### src/rtl/st_pkg.sv
// Shared level encoding for the speculation throttle.
// Assumes level codes 0..LVL_MAX are valid and code 0 is unthrottled.
package st_pkg;
    localparam int LVL_W    = 3;
    localparam int LVL_MAX  = 5;
    typedef logic [LVL_W-1:0] lvl_t;
    localparam lvl_t LVL_BASE = '0;
endpackage

### src/rtl/st_br_counter.sv
// Unresolved-branch counter.
// Counts fetched minus resolved branches with saturation at both ends.
// Assumes at most one fetch and one resolve per cycle; flush has priority.
module st_br_counter #(
    parameter int CNT_W = 5
) (
    input  logic             clk,
    input  logic             rst_n,
    input  logic             inc,
    input  logic             dec,
    input  logic             load,
    input  logic [CNT_W-1:0] load_val,
    output logic [CNT_W-1:0] count
);
    localparam logic [CNT_W-1:0] CNT_MAX = '1;

    logic [CNT_W-1:0] cnt_q;

    // Track in-flight branches: flush reload, else +1/-1 with saturation.
    always_ff @(posedge clk) begin
        if (!rst_n) begin
            cnt_q <= '0;
        end else if (load) begin
            cnt_q <= load_val;
        end else if (inc && !dec && cnt_q != CNT_MAX) begin
            cnt_q <= cnt_q + 1'b1;
        end else if (dec && !inc && cnt_q != '0) begin
            cnt_q <= cnt_q - 1'b1;
        end
    end

    assign count = cnt_q;


    idle_hold_chk: assert property (@(posedge clk) disable iff (!rst_n)
        (!load && inc == dec) |=> $stable(count));

    flush_load_chk: assert property (@(posedge clk) disable iff (!rst_n)
        load |=> count == $past(load_val));

    zero_floor_chk: assert property (@(posedge clk) disable iff (!rst_n)
        (!load && dec && !inc && count == '0) |=> count == '0);
endmodule

### src/rtl/st_limits.sv
// Resource limit decode for one level code.
// Gives the enabled fetch-buffer depth and physical register count.
// Assumes the level code is already valid.
module st_limits #(
    parameter int BASE_FB  = 16,
    parameter int THR_FB   = 4,
    parameter int BASE_PRF = 128,
    parameter int THR_PRF  = 64,
    parameter int FB_W     = $clog2(BASE_FB + 1),
    parameter int PRF_W    = $clog2(BASE_PRF + 1)
) (
    input  st_pkg::lvl_t     lvl,
    output logic [FB_W-1:0]  fb,
    output logic [PRF_W-1:0] prf
);
    // Full size at the unthrottled level, reduced size elsewhere.
    always_comb begin
        if (lvl == st_pkg::LVL_BASE) begin
            fb  = FB_W'(BASE_FB);
            prf = PRF_W'(BASE_PRF);
        end else begin
            fb  = FB_W'(THR_FB);
            prf = PRF_W'(THR_PRF);
        end
    end
endmodule

### src/rtl/st_level_ctrl.sv
// Throttle level register with shrink gating.
// Holds the requested target and the active level. A target that shrinks
// the fetch buffer or register file becomes active only once both
// occupancies are below the new limits. Invalid codes are dropped.
module st_level_ctrl #(
    parameter int BASE_FB  = 16,
    parameter int THR_FB   = 4,
    parameter int BASE_PRF = 128,
    parameter int THR_PRF  = 64,
    parameter int FB_W     = $clog2(BASE_FB + 1),
    parameter int PRF_W    = $clog2(BASE_PRF + 1)
) (
    input  logic             clk,
    input  logic             rst_n,
    input  logic             wr,
    input  st_pkg::lvl_t     wr_lvl,
    input  logic [FB_W-1:0]  fb_occ,
    input  logic [PRF_W-1:0] prf_occ,
    output st_pkg::lvl_t     cur,
    output logic             pending,
    output logic [FB_W-1:0]  cur_fb,
    output logic [PRF_W-1:0] cur_prf
);
    st_pkg::lvl_t     tgt_q, cur_q, eff;
    logic [FB_W-1:0]  eff_fb;
    logic [PRF_W-1:0] eff_prf;
    logic             fits;

    // Pick the target for this edge: a valid write, else the held one.
    always_comb begin
        if (wr && wr_lvl <= st_pkg::lvl_t'(st_pkg::LVL_MAX)) eff = wr_lvl;
        else                                                 eff = tgt_q;
    end

    st_limits #(.BASE_FB(BASE_FB), .THR_FB(THR_FB), .BASE_PRF(BASE_PRF),
                .THR_PRF(THR_PRF), .FB_W(FB_W), .PRF_W(PRF_W))
        u_lim_cur (.lvl(cur_q), .fb(cur_fb), .prf(cur_prf));

    st_limits #(.BASE_FB(BASE_FB), .THR_FB(THR_FB), .BASE_PRF(BASE_PRF),
                .THR_PRF(THR_PRF), .FB_W(FB_W), .PRF_W(PRF_W))
        u_lim_eff (.lvl(eff), .fb(eff_fb), .prf(eff_prf));

    // A structure that grows or keeps size always fits; a shrink needs room.
    always_comb begin
        fits = (eff_fb  >= cur_fb  || fb_occ  < eff_fb) &&
               (eff_prf >= cur_prf || prf_occ < eff_prf);
    end

    // Latch the target and move the active level when it fits.
    always_ff @(posedge clk) begin
        if (!rst_n) begin
            tgt_q <= st_pkg::LVL_BASE;
            cur_q <= st_pkg::LVL_BASE;
        end else begin
            tgt_q <= eff;
            if (fits) cur_q <= eff;
        end
    end

    assign cur     = cur_q;
    assign pending = (tgt_q != cur_q);


    bad_code_chk: assert property (@(posedge clk) disable iff (!rst_n)
        (wr && wr_lvl > st_pkg::lvl_t'(st_pkg::LVL_MAX) && !pending)
        |=> (cur == $past(cur)) && !pending);

    shrink_gate_chk: assert property (@(posedge clk) disable iff (!rst_n)
        (cur_fb < $past(cur_fb)) |-> ($past(fb_occ) < cur_fb && $past(prf_occ) < cur_prf));

    valid_level_chk: assert property (@(posedge clk) disable iff (!rst_n)
        cur <= st_pkg::lvl_t'(st_pkg::LVL_MAX));
endmodule

### src/rtl/st_throttle_gate.sv
// Stall and checkpoint decode for the active level.
// Stalls fetch when the unresolved count reaches the level threshold;
// the unthrottled level never stalls and is the only one with checkpoints.
module st_throttle_gate #(
    parameter int CNT_W     = 5,
    parameter int BASE_CKPT = 16,
    parameter int THR1      = 8,
    parameter int THR2      = 4,
    parameter int THR3      = 3,
    parameter int THR4      = 2,
    parameter int THR5      = 1,
    parameter int CK_W      = $clog2(BASE_CKPT + 1)
) (
    input  st_pkg::lvl_t     lvl,
    input  logic [CNT_W-1:0] count,
    output logic             stall,
    output logic [CK_W-1:0]  ckpt_count,
    output logic             ckpt_en
);
    localparam int NTHR = 5;
    localparam int THR_TAB [NTHR] = '{THR1, THR2, THR3, THR4, THR5};

    logic [NTHR-1:0] hit;

    // One comparator per throttled level, selected by the level code.
    for (genvar g = 0; g < NTHR; g++) begin : g_thr
        assign hit[g] = (lvl == st_pkg::lvl_t'(g + 1)) &&
                        ({1'b0, count} >= (CNT_W+1)'(THR_TAB[g]));
    end

    // Drive stall and checkpoint settings from the level.
    always_comb begin
        stall      = |hit;
        ckpt_en    = (lvl == st_pkg::LVL_BASE);
        ckpt_count = ckpt_en ? CK_W'(BASE_CKPT) : '0;
    end
endmodule

### src/rtl/spec_throttle.sv
// Branch speculation throttle controller (top).
// Counts unresolved branches, stalls fetch at the active level's limit and
// publishes the level's fetch-buffer, register and checkpoint settings.
// Assumes one fetch and one resolve pulse per cycle at most.
module spec_throttle #(
    parameter int CNT_W     = 5,
    parameter int BASE_FB   = 16,
    parameter int THR_FB    = 4,
    parameter int BASE_PRF  = 128,
    parameter int THR_PRF   = 64,
    parameter int BASE_CKPT = 16,
    parameter int THR1      = 8,
    parameter int THR2      = 4,
    parameter int THR3      = 3,
    parameter int THR4      = 2,
    parameter int THR5      = 1,
    parameter int FB_W      = $clog2(BASE_FB + 1),
    parameter int PRF_W     = $clog2(BASE_PRF + 1),
    parameter int CK_W      = $clog2(BASE_CKPT + 1)
) (
    input  logic             clk,
    input  logic             rst_n,
    input  logic             br_fetch,
    input  logic             br_resolve,
    input  logic             flush,
    input  logic [CNT_W-1:0] flush_keep,
    input  logic             lvl_wr,
    input  logic [2:0]       lvl_data,
    input  logic [FB_W-1:0]  fb_occ,
    input  logic [PRF_W-1:0] prf_occ,
    output logic             fetch_stall,
    output logic [CNT_W-1:0] br_count,
    output logic [2:0]       lvl_cur,
    output logic             lvl_pending,
    output logic [FB_W-1:0]  fb_depth,
    output logic [PRF_W-1:0] prf_count,
    output logic [CK_W-1:0]  ckpt_count,
    output logic             ckpt_en
);
    st_br_counter #(.CNT_W(CNT_W)) u_cnt (
        .clk(clk), .rst_n(rst_n), .inc(br_fetch), .dec(br_resolve),
        .load(flush), .load_val(flush_keep), .count(br_count));

    st_level_ctrl #(.BASE_FB(BASE_FB), .THR_FB(THR_FB), .BASE_PRF(BASE_PRF),
                    .THR_PRF(THR_PRF), .FB_W(FB_W), .PRF_W(PRF_W)) u_lvl (
        .clk(clk), .rst_n(rst_n), .wr(lvl_wr), .wr_lvl(lvl_data),
        .fb_occ(fb_occ), .prf_occ(prf_occ), .cur(lvl_cur),
        .pending(lvl_pending), .cur_fb(fb_depth), .cur_prf(prf_count));

    st_throttle_gate #(.CNT_W(CNT_W), .BASE_CKPT(BASE_CKPT), .THR1(THR1),
                       .THR2(THR2), .THR3(THR3), .THR4(THR4), .THR5(THR5),
                       .CK_W(CK_W)) u_gate (
        .lvl(lvl_cur), .count(br_count), .stall(fetch_stall),
        .ckpt_count(ckpt_count), .ckpt_en(ckpt_en));


    base_nostall_chk: assert property (@(posedge clk) disable iff (!rst_n)
        (lvl_cur == 3'd0) |-> !fetch_stall);

    ckpt_size_chk: assert property (@(posedge clk) disable iff (!rst_n)
        ckpt_en |-> (fb_depth == FB_W'(BASE_FB) && prf_count == PRF_W'(BASE_PRF)));

    deepest_stall_chk: assert property (@(posedge clk) disable iff (!rst_n)
        (lvl_cur == 3'd5 && br_count != '0) |-> fetch_stall);
endmodule

### config.mk
export PLATFORM = sky130hd
export DESIGN_NAME = spec_throttle
export DESIGN_NICKNAME = d
export VERILOG_FILES = /design/src/rtl/st_pkg.sv /design/src/rtl/st_br_counter.sv /design/src/rtl/st_limits.sv /design/src/rtl/st_level_ctrl.sv /design/src/rtl/st_throttle_gate.sv /design/src/rtl/spec_throttle.sv
export SDC_FILE = /design/constraint.sdc
export NUM_CORES = 1
export LEC_CHECK = 0
export CORE_MARGIN = 2
export CORE_UTILIZATION = 38
export CTS_CLUSTER_DIAMETER = 120
export CTS_CLUSTER_SIZE = 24
export DETAILED_ROUTE_END_ITERATION = 10
export PLACE_DENSITY_LB_ADDON = 0.2
export SKIP_CTS_REPAIR_TIMING = 1
export SLEW_MARGIN = 20
export SYNTH_ARGS = -nofsm -noshare
export SYNTH_HDL_FRONTEND = slang
export SYNTH_SLANG_ARGS = --single-unit
export TNS_END_PERCENT = 20
### constraint.sdc
create_clock -name clk -period 2.34 [get_ports clk]
set_input_delay 0.234 -clock clk [delete_from_list [all_inputs] [get_ports clk]]
set_output_delay 0.234 -clock clk [all_outputs]
set_load 0.005 [all_outputs]
==> flow_summary.ini, run 1 <==
[floorplan]
ios = 56
core_area_sq_um = 2450
dieHeight_microns = 54.6
row_count = 18
floorplan.initialDensity_pct = 39.7
dieArea_sq_um = 2980
die_width_microns = 54.6

[logic_synthesis]
synthTopCellsByArea = dfxtp_1 23%, buf_4 14%, ha_1 9.0%
synth_area_sq_um = 973
async_reset_ff_share_pct = 0
syn_inst = 118
synth_cell_types = 43
syn_avg_cell_area_sq_um = 8.25
synth_top_area_share_pct = 22.6
yosys_register_bits = 11
synth_top_area_cell = dfxtp_1
synth_enable_flop_cells = 0
yosys_warnings = 0
seq_area_frac_synth_pct = 22.6
synthFlopType = dfxtp_1

[detailed_routing]
wl_per_cell_microns = 11.3
drtAntennaViolNets = 0
drc = 0
vias = 912
firstDrtPassIters = 4
wirelength_mm = 2.07
drtIter0Drc = 7
drt-vias-per-instance = 4.98

[clocking]
clk-insertion-delay-late_ns = 0.27
clock-sinks = 11
cts_buffers = 3
cts_tree = done
clk_path_buf_depth = 2
h-tree-depth = 1
cts.clk_slew.worst_paths_ns = 0.08
clockRootBuffer = clkbuf_4

[placement]
placedCellCount = 179
dp_hpwl_mm = 1.63
gp_congestion = 0.808
numPortBuffers = 34

[final_layout]
antenna_cells = 0
fin_nets = 188
area_growth_pct = 34.3
layout_common_cells = 34 x clkdlybuf4s50_1, 13 x conb_1, 10 x dfxtp_1
final_common_cell = clkdlybuf4s50_1
finalNonFillerCells = 183
drive_above_1_share_pct = 13.1
post-route-util_pct = 53.3

[timing]
whs_ns = 0.539
timing.final.crit_period_ns = 2.22
fin_crit_sh_pct = 94.9
finalClockSkew_ns = 0.00487
max_freq_ghz = 0.450
rsz0062_at_grt = no
setup_tns_ns = 0
finalHoldViolCount = 0
maxSlewViolCount = 0
setup_viol = 0

[pwr]
ir_worst_vdd_v = 0.000455
powerDensity_nw_per_um2 = 441
leakage_nw = 0.573

[worst_setup_path]
start_kind = flop
crit_arrival_ns = 1.99
worstPathRequired_ns = 2.11
cp_max_fo = 8
critical_path_class = reg -> out
crit_path_end_kind = output pin

[global_routing]
antenna_found_initial = 0
grt_pass1_vias = 770
grt_pass1_wl_mm = 3.35
grt_overflow_total = 0
grt_start_max_net_pins = 15
grt_usage_pct = 15.6

[run]
maxCapViolCount = 0

[min_path]
hold_path_class = in -> reg

[status]
outcome = completed
==> critical path: stages (launching register included) <==
cell             delay, ns
dfxtp_2               0.37
ha_1                  0.24
a21o_1                0.16
a211o_1               0.28
a21oi_1               0.13
o21ai_0               0.08
clkdlybuf4s50_1       0.46
==> metal layers <==
| metal | track usage [%] | routed length, microns | vias up |
|---|---|---|---|
| met2 | 26.6 | 1040 | 26 |
| met4 | 2.92 | 10 | 0 |
| met3 | 5.74 | 113 | 2 |
| met1 | 18.6 | 906 | 421 |
| met5 | 0 | 0 | - |
| li1 | - | - | 463 |
==> registers in the layout (all words and copies together) (netlist names) <==
signal and cells:
u_cnt.count 5, u_lvl.cur 3, u_lvl.tgt_q 3
==> Yosys cell counts (2+ instances only) <==
cell,instances
a31oi_1,2
ha_1,7
mux2i_1,3
nand3b_1,3
inv_1,6
o21ai_0,4
dfxtp_1,11
a21o_1,2
a21oi_1,5
nor2_1,8
nor4_1,2
buf_6,2
nand3_1,8
nor3_1,4
and3_2,2
xnor2_1,3
buf_4,18
nand2_1,3
==> cell families after synthesis <==
kind of cell	after synthesis	synth area share, %
and+or+nand+nor	43	27.0
adders and majority gates	7	9.00
other	1	0.385
xor gates and xnor gates	3	2.70
AOI/OAI and AO/OA	23	16.2
DFF	11	22.6
muxes	3	3.08
buffers and inverters	27	19.0
==> through the flow <==
stage	instance area [sq um]	power, mW	setup WS (ns)
finish	1310	0.577	0.118
global route	1310	0.617	0.0212
CTS	1310	0.581	0.0585
detailed placement	1280	0.445	-0.200
global placement	1280	0.441	-0.192
floorplan	1020	0.363	0.443
==> worst paths after layout <==
path / endpoint / startpoint / slack [ns] / cells after the start
hold / removal: u_cnt.count[3] / flush_keep[3] / 0.54 / 3
hold reg to reg: u_lvl.cur[1] / u_lvl.tgt_q[1] / 0.60 / 3
setup reg to reg: u_cnt.count[1] / u_cnt.count[0] / 0.47 / 7
setup / recovery: fetch_stall / u_cnt.count[1] / 0.12 / 6
==> power by group <==
| group | switching [mW] | internal [mW] |
|---|---|---|
| logic | 0.0878 | 0.133 |
| registers | 0.0200 | 0.200 |
| clock network | 0.0729 | 0.0633 |
| total | 0.181 | 0.396 |
==> cell type report <==
cell class,count,area (sq um)
clock inverters,1,5.00
repair buffers,40,385
clock buffers,3,22.5
flip-flops and latches,11,221
inverters,6,22.5
well taps,30,37.5
fillers,232,1150
multi-input cells,92,613
No activity file was read; power rests on OpenSTA's default activity.
==> run 2, diff against run 1 <==
--- a/config.mk
+++ b/config.mk
@@ -6,10 +6,11 @@
 export NUM_CORES = 1
 export LEC_CHECK = 0
 export CORE_MARGIN = 2
-export CORE_UTILIZATION = 38
+export CORE_UTILIZATION = 30
 export CTS_CLUSTER_DIAMETER = 120
 export CTS_CLUSTER_SIZE = 24
 export DETAILED_ROUTE_END_ITERATION = 10
+export GPL_TIMING_DRIVEN = 0
 export PLACE_DENSITY_LB_ADDON = 0.2
 export SKIP_CTS_REPAIR_TIMING = 1
 export SLEW_MARGIN = 20
==> flow_summary.ini, run 2 (synthesis gave the netlist of run 1 again) <==
[detailed_routing]
drtAntennaViolNets = 0
wl_per_cell_microns = 11.1
firstDrtPassIters = 4
drc = 0
drtIter0Drc = 31
vias = 950
wirelength_mm = 2.35
drt-vias-per-instance = 4.48

[clocking]
clk_path_buf_depth = 2
clock-sinks = 11
cts.clk_slew.worst_paths_ns = 0.08
clk-insertion-delay-late_ns = 0.28
clockRootBuffer = clkbuf_4
cts_buffers = 3
cts_tree = done
h-tree-depth = 1

[timing]
timing.final.crit_period_ns = 2.21
max_freq_ghz = 0.453
setup_tns_ns = 0
finalClockSkew_ns = 0.000580
fin_crit_sh_pct = 94.2
tightest_slew_ns = 0.563
finalHoldViolCount = 0
setup_viol = 0
maxSlewHeadroom_pct = 62.3
rsz0062_at_grt = no
maxSlewViolCount = 0

[pwr]
p_sw_share_pct = 31.0
comb_power_share_pct = 41.6
leakage_nw = 0.653
power_frac_seq_pct = 36.1
p_switching_mw = 0.190
power.total_mw = 0.614
ir_worst_vdd_v = 0.000165
clkPwrFrac_pct = 22.3
powerDensity_nw_per_um2 = 424
intPower_mw = 0.424

[placement]
numPortBuffers = 33
place_area_sq_um = 1400
gp_congestion = 0.843
dp_hpwl_mm = 1.85

[worst_setup_path]
critPathMaxStageDelay_ns = 0.45
critical_path_class = reg -> out
cp_slowest_cell = clkdlybuf4s50_1
worstPathRequired_ns = 2.11
start_kind = flop
crit_path_end_kind = output pin
cp_max_fo = 9
path_delay_family = compound AO/OA/AOI/OAI gates
path_cells = ha_2 -> a21o_1 -> a211o_1 -> a21oi_1 -> o21ai_0 -> clkdlybuf4s50_1
crit_arrival_ns = 1.97
cp_num_buf_inv = 1

[global_routing]
grt_usage_pct = 14.3
antenna_found_initial = 0
grt_pass1_vias = 905
grt_overflow_total = 0
grt_pass1_wl_mm = 3.95
grt_start_max_net_pins = 11

[floorplan]
ios = 56
core_area_sq_um = 3080
die_width_microns = 61.0
row_count = 20
dieArea_sq_um = 3720
dieHeight_microns = 61.0
floorplan.initialDensity_pct = 31.6

[final_layout]
fillers = 328
fin_nets = 203
drive_above_1_share_pct = 22.6
layout_common_cells = 33 x clkdlybuf4s50_1, 19 x buf_4, 13 x conb_1
antenna_cells = 0
post-route-util_pct = 47.0
final_common_cell = clkdlybuf4s50_1
largest_register_ffs = 5
final_area_sq_um = 1450
area_growth_pct = 48.7

[status]
outcome = completed

[run]
maxCapViolCount = 0

[min_path]
hold_path_class = in -> reg
==> run 2: per-layer routing <==
| layer | up-vias | global-route usage (%) | part of all wire, % |
|---|---|---|---|
| met1 | 428 | 18.4 | 46 |
| met3 | 4 | 1.28 | 4.3 |
| li1 | 489 | - | - |
| met5 | - | 0 | 0 |
| met2 | 29 | 23.8 | 48 |
| met4 | 0 | 7.45 | 2.4 |
==> run 2: cell type report <==
class | count | area [sq um] | share of cell area [%]
Buffer | 21 | 163 | 11.2
Clock buffer | 3 | 22.5 | 1.56
Clock inverter | 1 | 5.00 | 0.346
Inverter | 6 | 22.5 | 1.56
Multi-Input combinational cell | 92 | 617 | 42.6
Sequential cell | 11 | 225 | 15.6
Tap cell | 44 | 55.1 | 3.80
Timing Repair Buffer | 34 | 338 | 23.3
==> run 2: worst paths after layout <==
check / slack [ns] / end / startpoint / cells after the start
worst min register to register: 0.59 / u_lvl.cur[1] / u_lvl.tgt_q[1] / 3
worst max-delay path: 0.13 / fetch_stall / u_cnt.count[0] / 6
worst min-delay path: 0.24 / u_cnt.count[1] / rst_n / 2
worst max register to register: 0.28 / u_cnt.count[1] / u_cnt.count[0] / 6
==> run 2: stage by stage <==
stage / hold WS (ns) / instances / setup WS, ns
finish: 0.238 / 212 / 0.135
floorplan: 0.380 / 130 / 0.443
global route: 0.251 / 212 / 0.00694
detailed placement: 0.542 / 207 / -0.340
CTS: 0.243 / 211 / -0.0509
global placement: 0.537 / 207 / -0.281
==> run 2: power by group through the flow <==
stage / registers, mW / logic, mW / clock network [mW]
3_3_place_gp: 0.226 / 0.246 / 0
4_1_cts: 0.221 / 0.252 / 0.141
2_1_floorplan: 0.221 / 0.142 / 0
5_1_grt: 0.225 / 0.281 / 0.148
3_5_place_dp: 0.226 / 0.251 / 0
6_report: 0.221 / 0.256 / 0.137
